--- config.mk ---
export PLATFORM = sky130hd
export DESIGN_NAME = pulse_slip_divider
export DESIGN_NICKNAME = d
export VERILOG_FILES = /design/src/rtl/pulse_slip_divider.sv
export SDC_FILE = /design/constraint.sdc
export NUM_CORES = 1
export LEC_CHECK = 0
export BUFFER_PORTS_ARGS = -buffer_cell sky130_fd_sc_hd__buf_2
export CAP_MARGIN = 40
export CORE_MARGIN = 3
export CORE_UTILIZATION = 25
export CTS_CLUSTER_SIZE = 16
export DETAILED_ROUTE_END_ITERATION = 16
export PLACE_DENSITY = 0.41
export SLEW_MARGIN = 5
export SYNTH_ARGS = -nofsm -noshare
export SYNTH_HDL_FRONTEND = slang
export SYNTH_SLANG_ARGS = --single-unit
--- constraint.sdc ---
create_clock -name clk_in -period 2.45 [get_ports clk_in]
set_input_delay 0 -clock clk_in [delete_from_list [all_inputs] [get_ports clk_in]]
set_output_delay 0 -clock clk_in [all_outputs]
set_load 0.02 [all_outputs]
--- src/rtl/pulse_slip_divider.sv ---
`timescale 1ns/1ps
module pulse_slip_divider #(
  parameter int MOD_W = 6
) (
  input  logic             clk_in,
  input  logic             rst_n,
  input  logic [MOD_W-1:0] modulus,
  input  logic             step_req,
  input  logic             fb_sel,
  output logic             clk_div,
  output logic             fb_tap
);
  localparam logic [MOD_W-1:0] ONE = MOD_W'(1);

  logic [2:0]       sync_q;
  logic [MOD_W-1:0] cnt, cur_p, next_p;
  logic             tgl, tgl_f, hi_r, hi_f;
  logic             slip, adv, wrap;

  assign slip   = sync_q[1] & ~sync_q[2];
  assign adv    = ~slip;
  assign next_p = (modulus == '0) ? ONE : modulus;
  assign wrap   = (cnt == cur_p - ONE);
  assign hi_r   = (cnt < (cur_p >> 1));

  always_ff @(posedge clk_in) begin
    if (!rst_n) begin
      sync_q <= '0;
      cnt    <= '0;
      cur_p  <= next_p;
      tgl    <= 1'b0;
    end else begin
      sync_q <= {sync_q[1:0], step_req};
      if (adv) begin
        tgl <= ~tgl;
        if (wrap) begin
          cnt   <= '0;
          cur_p <= next_p;
        end else begin
          cnt <= cnt + ONE;
        end
      end
    end
  end

  always_ff @(negedge clk_in) begin
    if (!rst_n) begin
      hi_f  <= 1'b0;
      tgl_f <= 1'b0;
    end else begin
      hi_f  <= hi_r;
      tgl_f <= tgl;
    end
  end

  assign clk_div = (cur_p == ONE) ? (tgl ^ tgl_f) :
                   cur_p[0]       ? (hi_r | hi_f) : hi_r;
  assign fb_tap  = ~fb_sel | adv;
endmodule


==> impl_summary.txt, run 1 <==
----------------------------------------------------
[Status]
  Outcome ... finished, final reports clean

[Min path]
  Worst hold path endpoint ... sync_q[2]
  HP Start ... rst_n
  Hold Crit Class ... in -> reg
  Number of cells on the worst hold path ... 2

[Synth]
  Area share of xor/xnor cells in the synthesized design ... 15.3%
  Synthesis-stage register bit count ... 18
  Share of cell area taken by muxes after synthesis ... 1.03%
  Area fraction of the dominant cell type after synthesis ... 24.7%
  Synthesized Nets ... 114
  Area fraction in compound gates after synthesis ... 9.51%
  Synthesized area per cell ... 10.0 um^2
  Simple-gate portion of the synthesized area ... 16.5%
  Netlist area before placement ... 973 um^2
  Yosys top cell by area ... sky130_fd_sc_hd__dfxtp_1
  Largest family of logic cells by synthesized area ... simple AND/OR/NAND/NOR gates
  Main area contributors after synthesis ... sky130_fd_sc_hd__dfxtp_1 (25%), sky130_fd_sc_hd__edfxtp_1 (19%), sky130_fd_sc_hd__xnor2_1 (11%)
  Number of library cell types mapped by synthesis ... 26
  Post-Synthesis Cells ... 97
  Synth Area in Adders ... 9.00%
  Sequential cell area fraction in the yosys report ... 43.2%
  Yosys warning total ... 0

[Detailed routing]
  Router iterations before antenna repair ... 3
  Total via count after detailed routing ... 727
  Aggregate routed wire length ... 1940 um
  Remaining antenna violation count after routing ... 0
  Post-detailed-route via-to-cell ratio ... 4.18
  Detailed Route Iter0 Violations ... 5
  Count of unresolved DRC violations after routing ... 0
  Routed length per instance ... 11.2 um

[Global route]
  First-pass GRT wire length ... 3410 um
  Total overflow reported by the global router ... 0
  GRT Util Overall ... 10.1%
  Via count of the first global-routing pass ... 776
  Antenna violations before repair ... 0
  Pin count of the biggest net entering global routing ... 11

[Power and ir drop]
  Share of total power consumed by net switching ... 25.7%
  Proportion of power drawn by flip-flops and latches ... 48.7%
  Standby leakage power ... 0.542 nW
  Internal power summed over all cells ... 0.520 mW
  Areal power density over the cells ... 544 nW/um^2
  Worst VDD drop ... 0.225 mV
  Clock group share of total power ... 31.8%
  Net switching power ... 0.180 mW
  Combinational cell fraction of total power ... 19.5%

[Setup path]
  Critical Path, Cell by Cell ... inv_2, ha_4, a21o_1, a31oi_1, o21ai_1, nor2_1
  R2R setup slack ... 0.03 ns
  Length in cells of the worst reg-to-reg path ... 6
  Dominant delay contributor by cell family on the critical path ... compound AO/OA/AOI/OAI gates
  Required time of the worst setup path ... 1.48 ns
  Data arrival at the endpoint of the critical path ... 1.44 ns
  Maximum fanout along the worst path ... 2
  Kind of capture point of the worst setup path ... register
  Critical Path Slowest Stage Cell ... sky130_fd_sc_hd__edfxtp_1
  Slowest stage delay, CP ... 0.40 ns
  Category of the worst setup path launch point ... register
  Launch point of the worst reg-to-reg path ... cur_p[3]
  Worst Setup Path Type ... reg -> reg
  Critical path buffer and inverter count ... 1
  Crit Reg-Reg Endpoint ... hi_f

[Placement]
  IO buf count ... 11
  Routability congestion estimate ... 0.811
  Post-DP HPWL ... 1510 um

[Finish]
  Synthesis-to-finish area growth ... 32.3%
  Final core utilization ... 34.6%
  Nets@finish ... 144
  Share of post-route cells with drive strength above 1 ... 25.4%
  Number of antenna repair diodes ... 0

[Die]
  Die width ... 68.4 um
  Number of placed I/O pins ... 12
  Area of the die ... 4680 um^2
  Starting density of the core ... 26.2%
  Number of rows in the core area ... 22
  Chip height ... 68.4 um
  Core Box Area ... 3720 um^2

[Timing]
  Count of endpoints failing setup in the final report ... 0
  Final Skew ... 0.0629 ns
  Summed negative setup slack over all endpoints ... 0 ns
  Transition time of the tightest slew-check pin ... 0.328 ns
  Max_slew headroom ... 78.1%
  Setup repair after global routing missed its margin ... yes
  Final Max Slew Viols ... 0
  Final Hold Vio Count ... 0

[Clock tree]
  CTS tree ... yes
  Root buffer cell ... sky130_fd_sc_hd__clkbuf_8
  Total number of clock tree sinks ... 18
  Reg clk slew, reported paths ... 0.07 ns
  TritonCTS Buffers ... 3
  Worst-skew pair later-pin latency ... 0.31 ns
  Clock buffer depth ... 2
  H-tree levels ... 1

[Job]
  Max cap viols ... 0

----------------------------------------------------
-- cell usage after synthesis, drive strengths merged --
cell type and n:
a31oi 2, nor2b 1, edfxtp 6, xor2 5, o21ai 1, nor3b 1
clkinv 1, mux2i 1, xnor2 12, nor3 3, nand2 5, ha 7
inv 7, and2 4, clkbuf 5, nor2 4, o21bai 1, a211oi 7
nand3 4, dfxtp 12, nand2b 2, buf 1, nor4 1, nand4 1
or4 1, a21o 2
-- registers in the layout (all words and copies together) (netlist names) --
| name | count |
|---|---|
| tgl | 1 |
| tgl_f | 1 |
| cnt | 6 |
| cur_p | 6 |
| sync_q | 3 |
| hi_f | 1 |
-- power by group through the flow --
stage	clock, mW	sequential, mW	combinational, mW
after global placement	0.00767	0.347	0.127
after global routing	0.241	0.344	0.155
after CTS	0.230	0.340	0.134
after detailed placement	0.00767	0.346	0.126
final	0.222	0.341	0.137
after floorplan	0.00767	0.351	0.0777
-- layout by cell type (no fill, tap or decap), types with 2 or more instances in the layout --
cell type and count:
sky130_fd_sc_hd__clkbuf_8 3, sky130_fd_sc_hd__xor2_1 5, sky130_fd_sc_hd__ha_1 6, sky130_fd_sc_hd__nand2b_1 2, sky130_fd_sc_hd__inv_1 7, sky130_fd_sc_hd__and2_1 4, sky130_fd_sc_hd__xnor2_1 12, sky130_fd_sc_hd__dfxtp_1 11
sky130_fd_sc_hd__nor2_1 4, sky130_fd_sc_hd__a21o_1 2, sky130_fd_sc_hd__buf_4 14, sky130_fd_sc_hd__edfxtp_1 6, sky130_fd_sc_hd__nand3_1 4, sky130_fd_sc_hd__dlygate4sd3_1 6, sky130_fd_sc_hd__a211oi_1 7, sky130_fd_sc_hd__a31oi_1 2
sky130_fd_sc_hd__buf_2 10, sky130_fd_sc_hd__nand2_1 5, sky130_fd_sc_hd__nor3_1 3
-- layer usage --
metal / up-vias / GRT usage [%] / share of wire (%)
met2: 6 / 15.3 / 48
met3: 5 / 2.96 / 2.5
li1: 384 / - / -
met1: 332 / 12.8 / 47
met5: - / 0 / 0
met4: 0 / 5.21 / 2.6
-- area by class of cell --
| class | count | area (um^2) |
|---|---|---|
| Tap cell | 48 | 60.1 |
| Inverter | 7 | 26.3 |
| Clock inverter | 2 | 7.51 |
| Fill cell | 383 | 2430 |
| Clock buffer | 4 | 45.0 |
| Multi-Input combinational cell | 65 | 512 |
| Timing Repair Buffer | 30 | 215 |
| Sequential cell | 18 | 422 |
-- metrics by stage --
stage / instance area (um^2) / worst slack (ns) / std cells / total power, mW / hold WS, ns
global placement: 1150 / -0.00891 / 162 / 0.481 / 0.192
detailed placement: 1150 / -0.0224 / 162 / 0.480 / 0.192
CTS: 1260 / 0.0133 / 173 / 0.704 / 0.00396
finish: 1290 / 0.0337 / 174 / 0.700 / 0.00215
global route: 1290 / -0.103 / 174 / 0.739 / 0.0227
floorplan: 973 / -0.0130 / 97 / 0.436 / 0.117
-- how the worst max path moves through the flow --
| stage | cells after the start | endpoint | start |
|---|---|---|---|
| finish | 6 | hi_f | cur_p[3] |
| global route | 6 | hi_f | cur_p[3] |
| CTS | 6 | hi_f | cur_p[3] |
| detailed placement | 6 | hi_f | cur_p[3] |
| global placement | 6 | hi_f | cur_p[3] |
| floorplan | 6 | hi_f | cur_p[3] |
-- logic make-up (layout without fill, tap and decap cells) --
| group | count (synthesis) | in the layout |
|---|---|---|
| xor gates and xnor gates | 17 | 17 |
| buffers and inverters | 14 | 43 |
| AOI/OAI and AO/OA | 13 | 13 |
| DFF | 18 | 18 |
| adders and majority gates | 7 | 7 |
| muxes | 1 | 1 |
| and+or+nand+nor | 27 | 27 |
-- repair_timing --
action	in CTS	in global routing
endpoints found under the hold margin	6	0
endpoints found under the setup margin	0	2
setup buffers	0	1
hold buffers	6	0
resized for setup	0	4
Power figures use the tool's default switching activity.
==> run 2, diff against run 1 <==
--- a/config.mk
+++ b/config.mk
@@ -5,13 +5,16 @@
 export SDC_FILE = /design/constraint.sdc
 export NUM_CORES = 1
 export LEC_CHECK = 0
+export ABC_AREA = 1
 export BUFFER_PORTS_ARGS = -buffer_cell sky130_fd_sc_hd__buf_2
 export CAP_MARGIN = 40
+export CELL_PAD_IN_SITES_DETAIL_PLACEMENT = 0
+export CELL_PAD_IN_SITES_GLOBAL_PLACEMENT = 1
 export CORE_MARGIN = 3
 export CORE_UTILIZATION = 25
 export CTS_CLUSTER_SIZE = 16
 export DETAILED_ROUTE_END_ITERATION = 16
-export PLACE_DENSITY = 0.41
+export PLACE_DENSITY = 0.51
 export SLEW_MARGIN = 5
 export SYNTH_ARGS = -nofsm -noshare
 export SYNTH_HDL_FRONTEND = slang
==> run 2 against run 1 <==
Worst hold slack gained 0.032 ns. Sequential power hardly changed. Global-route usage decreased by 0.32 points. Clock power up 16%. Cell area grew 7.8%. Non-clock buffer count down 1. Synthesized area grew 7.5%. Power up 4.0%. Highest routed layer unchanged.
==> impl_summary.txt, run 2 <==
----------------------------------------------------
[Die]
  Number of placed I/O pins ... 12 (unchanged)
  Core Box Area ... 3850 um^2 (+3.7%)
  Chip height ... 70.7 um (+3.3%)
  Die width ... 70.7 um (+3.3%)
  Starting density of the core ... 27.1% (+0.95 points)
  Area of the die ... 5000 um^2 (+6.8%)
  Number of rows in the core area ... 22 (unchanged)

[Clock tree]
  Total number of clock tree sinks ... 18 (unchanged)
  CTS tree ... yes
  H-tree levels ... 1 (unchanged)
  Reg clk slew, reported paths ... 0.07 ns (about the same)
  Worst-skew pair later-pin latency ... 0.32 ns (about the same)
  Root buffer cell ... sky130_fd_sc_hd__clkbuf_8
  TritonCTS Buffers ... 3 (unchanged)
  Clock buffer depth ... 2 (unchanged)

[Synth]
  FFs w/ async S/R, synth ... 0% (unchanged)
  Yosys warning total ... 0 (unchanged)
  Netlist area before placement ... 1050 um^2 (+7.5%)
  Main area contributors after synthesis ... sky130_fd_sc_hd__dfxtp_1 (23%), sky130_fd_sc_hd__edfxtp_1 (17%), sky130_fd_sc_hd__nand2_1 (13%)
  Post-Synthesis Cells ... 137 (+41%)
  Synthesis-stage register bit count ... 18 (unchanged)
  Sequential cell area fraction in the yosys report ... 40.2% (-3.0 points)
  Number of library cell types mapped by synthesis ... 22 (-15%)
  Count of flip-flops with a built-in enable after synthesis ... 6 (unchanged)
  Area fraction of the dominant cell type after synthesis ... 23.0% (-1.7 points)
  Top cells by count, synth ... sky130_fd_sc_hd__nand2_1 (36), sky130_fd_sc_hd__inv_1 (20), sky130_fd_sc_hd__nor2_1 (18)
  Synthesized Nets ... 154 (+35%)
  Most used DFF post-synth ... sky130_fd_sc_hd__dfxtp_1
  Most repeated cell in the gate-level netlist after synthesis ... sky130_fd_sc_hd__nand2_1
  Yosys top cell by area ... sky130_fd_sc_hd__dfxtp_1
  Synthesized area per cell ... 7.64 um^2 (-24%)

[Timing]
  Worst setup slack after layout ... 0.0486 ns (+0.0149 ns)
  Worst hold slack after final layout ... 0.0346 ns (+0.0324 ns)
  Final Hold Vio Count ... 0 (unchanged)
  Summed negative setup slack over all endpoints ... 0 ns (unchanged)
  Max_slew headroom ... 84.4% (+6.3 points)
  Final Skew ... 0.0627 ns (-0.000217 ns)
  Transition time of the tightest slew-check pin ... 0.233 ns (-0.0947 ns)
  Final Max Slew Viols ... 0 (unchanged)
  Count of endpoints failing setup in the final report ... 0 (unchanged)

[Global route]
  Pin count of the biggest net entering global routing ... 13 (+2)
  First-pass GRT wire length ... 3760 um (+10%)
  Total overflow reported by the global router ... 0 (unchanged)
  Antenna violations before repair ... 0 (unchanged)
  Via count of the first global-routing pass ... 825 (+6.3%)
  GRT Util Overall ... 9.76% (-0.32 points)

[Detailed routing]
  Routed length on met2 ... 1040 um (+12%)
  Aggregate routed wire length ... 2340 um (+20%)
  Length of routed wiring on met1 ... 1190 um (+30%)
  Topmost layer with routed signal wires ... met4
  Count of unresolved DRC violations after routing ... 0 (unchanged)
  Remaining antenna violation count after routing ... 0 (unchanged)
  Router iterations before antenna repair ... 4 (+1)
  Total via count after detailed routing ... 898 (+24%)
  Routed length per instance ... 10.9 um (-2.3%)
  Post-detailed-route via-to-cell ratio ... 4.20 (+0.43%)
  Metal3 WL ... 62 um (+27%)
  Detailed Route Iter0 Violations ... 33 (+28)

[Setup path]
  Category of the worst setup path launch point ... register
  Crit Reg-Reg Endpoint ... hi_f
  Required time of the worst setup path ... 1.48 ns (about the same)
  Kind of capture point of the worst setup path ... register
  Worst Setup Path Type ... reg -> reg
  R2R setup slack ... 0.05 ns (about the same)
  Launch point of the worst reg-to-reg path ... cur_p[4]
  Length in cells of the worst reg-to-reg path ... 6 (unchanged)
  Maximum fanout along the worst path ... 2 (unchanged)
  Data arrival at the endpoint of the critical path ... 1.43 ns (about the same)

[Finish]
  Share of post-route cells with drive strength above 1 ... 23.5% (-1.9 points)
  Most common cell after layout, fill and taps aside ... sky130_fd_sc_hd__nand2_1
  Synthesis-to-finish area growth ... 32.7%
  Area taken by multi-input logic gates ... 559 um^2 (+9.3%)
  Top library cells by usage in the layout, fill and taps aside ... sky130_fd_sc_hd__nand2_1 (36), sky130_fd_sc_hd__inv_1 (19), sky130_fd_sc_hd__nor2_1 (17)
  Number of antenna repair diodes ... 0 (unchanged)
  Largest registers in the final layout ... cnt (6), cur_p (6), sync_q (3)
  Number of filler cells placed in the layout ... 430 (+12%)
  Final core utilization ... 36.0% (+1.4 points)
  Area taken by flip-flops and latches ... 420 um^2 (-0.30%)
  Nets@finish ... 184 (+28%)

[Min path]
  Worst hold path endpoint ... sync_q[2]
  Number of cells on the worst hold path ... 3 (+1)
  HP Start ... rst_n
  Hold Crit Class ... in -> reg

[Job]
  Max cap viols ... 0 (unchanged)

[Power and ir drop]
  Areal power density over the cells ... 525 nW/um^2 (-3.5%)
  Standby leakage power ... 0.704 nW (+30%)
  Design Power ... 0.728 mW (+4.0%)
  Worst VDD drop ... 0.261 mV (+16%)

[Placement]
  Routability congestion estimate ... 0.733 (-9.6%)
  IO buf count ... 11 (unchanged)
  Post-place setup slack ... 0.0214 ns (+0.0438 ns)
  Post-DP HPWL ... 1810 um (+20%)

[Status]
  Outcome ... finished, final reports clean

----------------------------------------------------
## run 2: changes by cell type in the layout (fill, tap and decap cells not counted), moves of 4 or more
cell                       before  now
sky130_fd_sc_hd__and2_1         4    0
sky130_fd_sc_hd__nand2_1        5   36
sky130_fd_sc_hd__inv_1          7   19
sky130_fd_sc_hd__xnor2_1       12    1
sky130_fd_sc_hd__a211oi_1       7    0
sky130_fd_sc_hd__nor2_1         4   17
## run 2: critical path, cell delays in order, from the launching register on
cell and delay, ns:
sky130_fd_sc_hd__edfxtp_1 0.40, sky130_fd_sc_hd__inv_2 0.07, sky130_fd_sc_hd__ha_1 0.23, sky130_fd_sc_hd__a21o_1 0.17, sky130_fd_sc_hd__a21oi_2 0.11, sky130_fd_sc_hd__nand2_1 0.09, sky130_fd_sc_hd__nor2_1 0.10
## run 2: metrics by stage
stage,instance area [um^2],instances
final,1390,214
after global routing,1390,214
after CTS,1340,212
after detailed placement,1210,200
after global placement,1210,200
after floorplan,1050,137
## run 2: worst max path at each step
stage	start	cells after the start	slack (ns)	endpoint
after floorplan	cur_p[4]	6	0.06	hi_f
after global placement	cur_p[2]	7	0.06	hi_f
after detailed placement	cur_p[4]	6	0.02	hi_f
after CTS	cur_p[4]	6	0.06	hi_f
after global routing	cur_p[5]	7	-0.02	hi_f
final	cur_p[4]	6	0.05	hi_f
## run 2: power breakdown
part	switching, mW	internal [mW]
logic	0.0673	0.0605
registers	0.0158	0.328
clock network	0.110	0.147
total	0.193	0.535
## run 2: per-layer routing
layer  up-vias  global-route usage [%]
li1        480                       -
met1       401                    13.4
met2        13                    14.8
met3         4                    1.85
met4         0                    4.38
met5         -                       0
## run 2: logic make-up after synthesis
group,count (synthesis),share of synthesized area [%]
AOI/OAI and AO/OA,7,3.83
xor gates and xnor gates,8,6.70
adders and majority gates,7,8.37
buffers and inverters,26,9.33
DFF,18,40.2
muxes,1,0.957
and+or+nand+nor,70,30.6
## run 2: timing repair
action / in CTS / in global routing
gates resized for setup: 0 / 8
buffers inserted: 0 / 2
hold buffers: 7 / 0
endpoints found under the hold margin: 7 / 0
endpoints found under the setup margin: 0 / 2
## run 2: cell type report
type                    count  area share, %
multi-input cells          93           40.3
flip-flops and latches     18           30.3
repair buffers             29           15.1
inverters                  20           5.41
well taps                  48           4.33
clock buffers               4           3.97
clock inverters             2          0.541
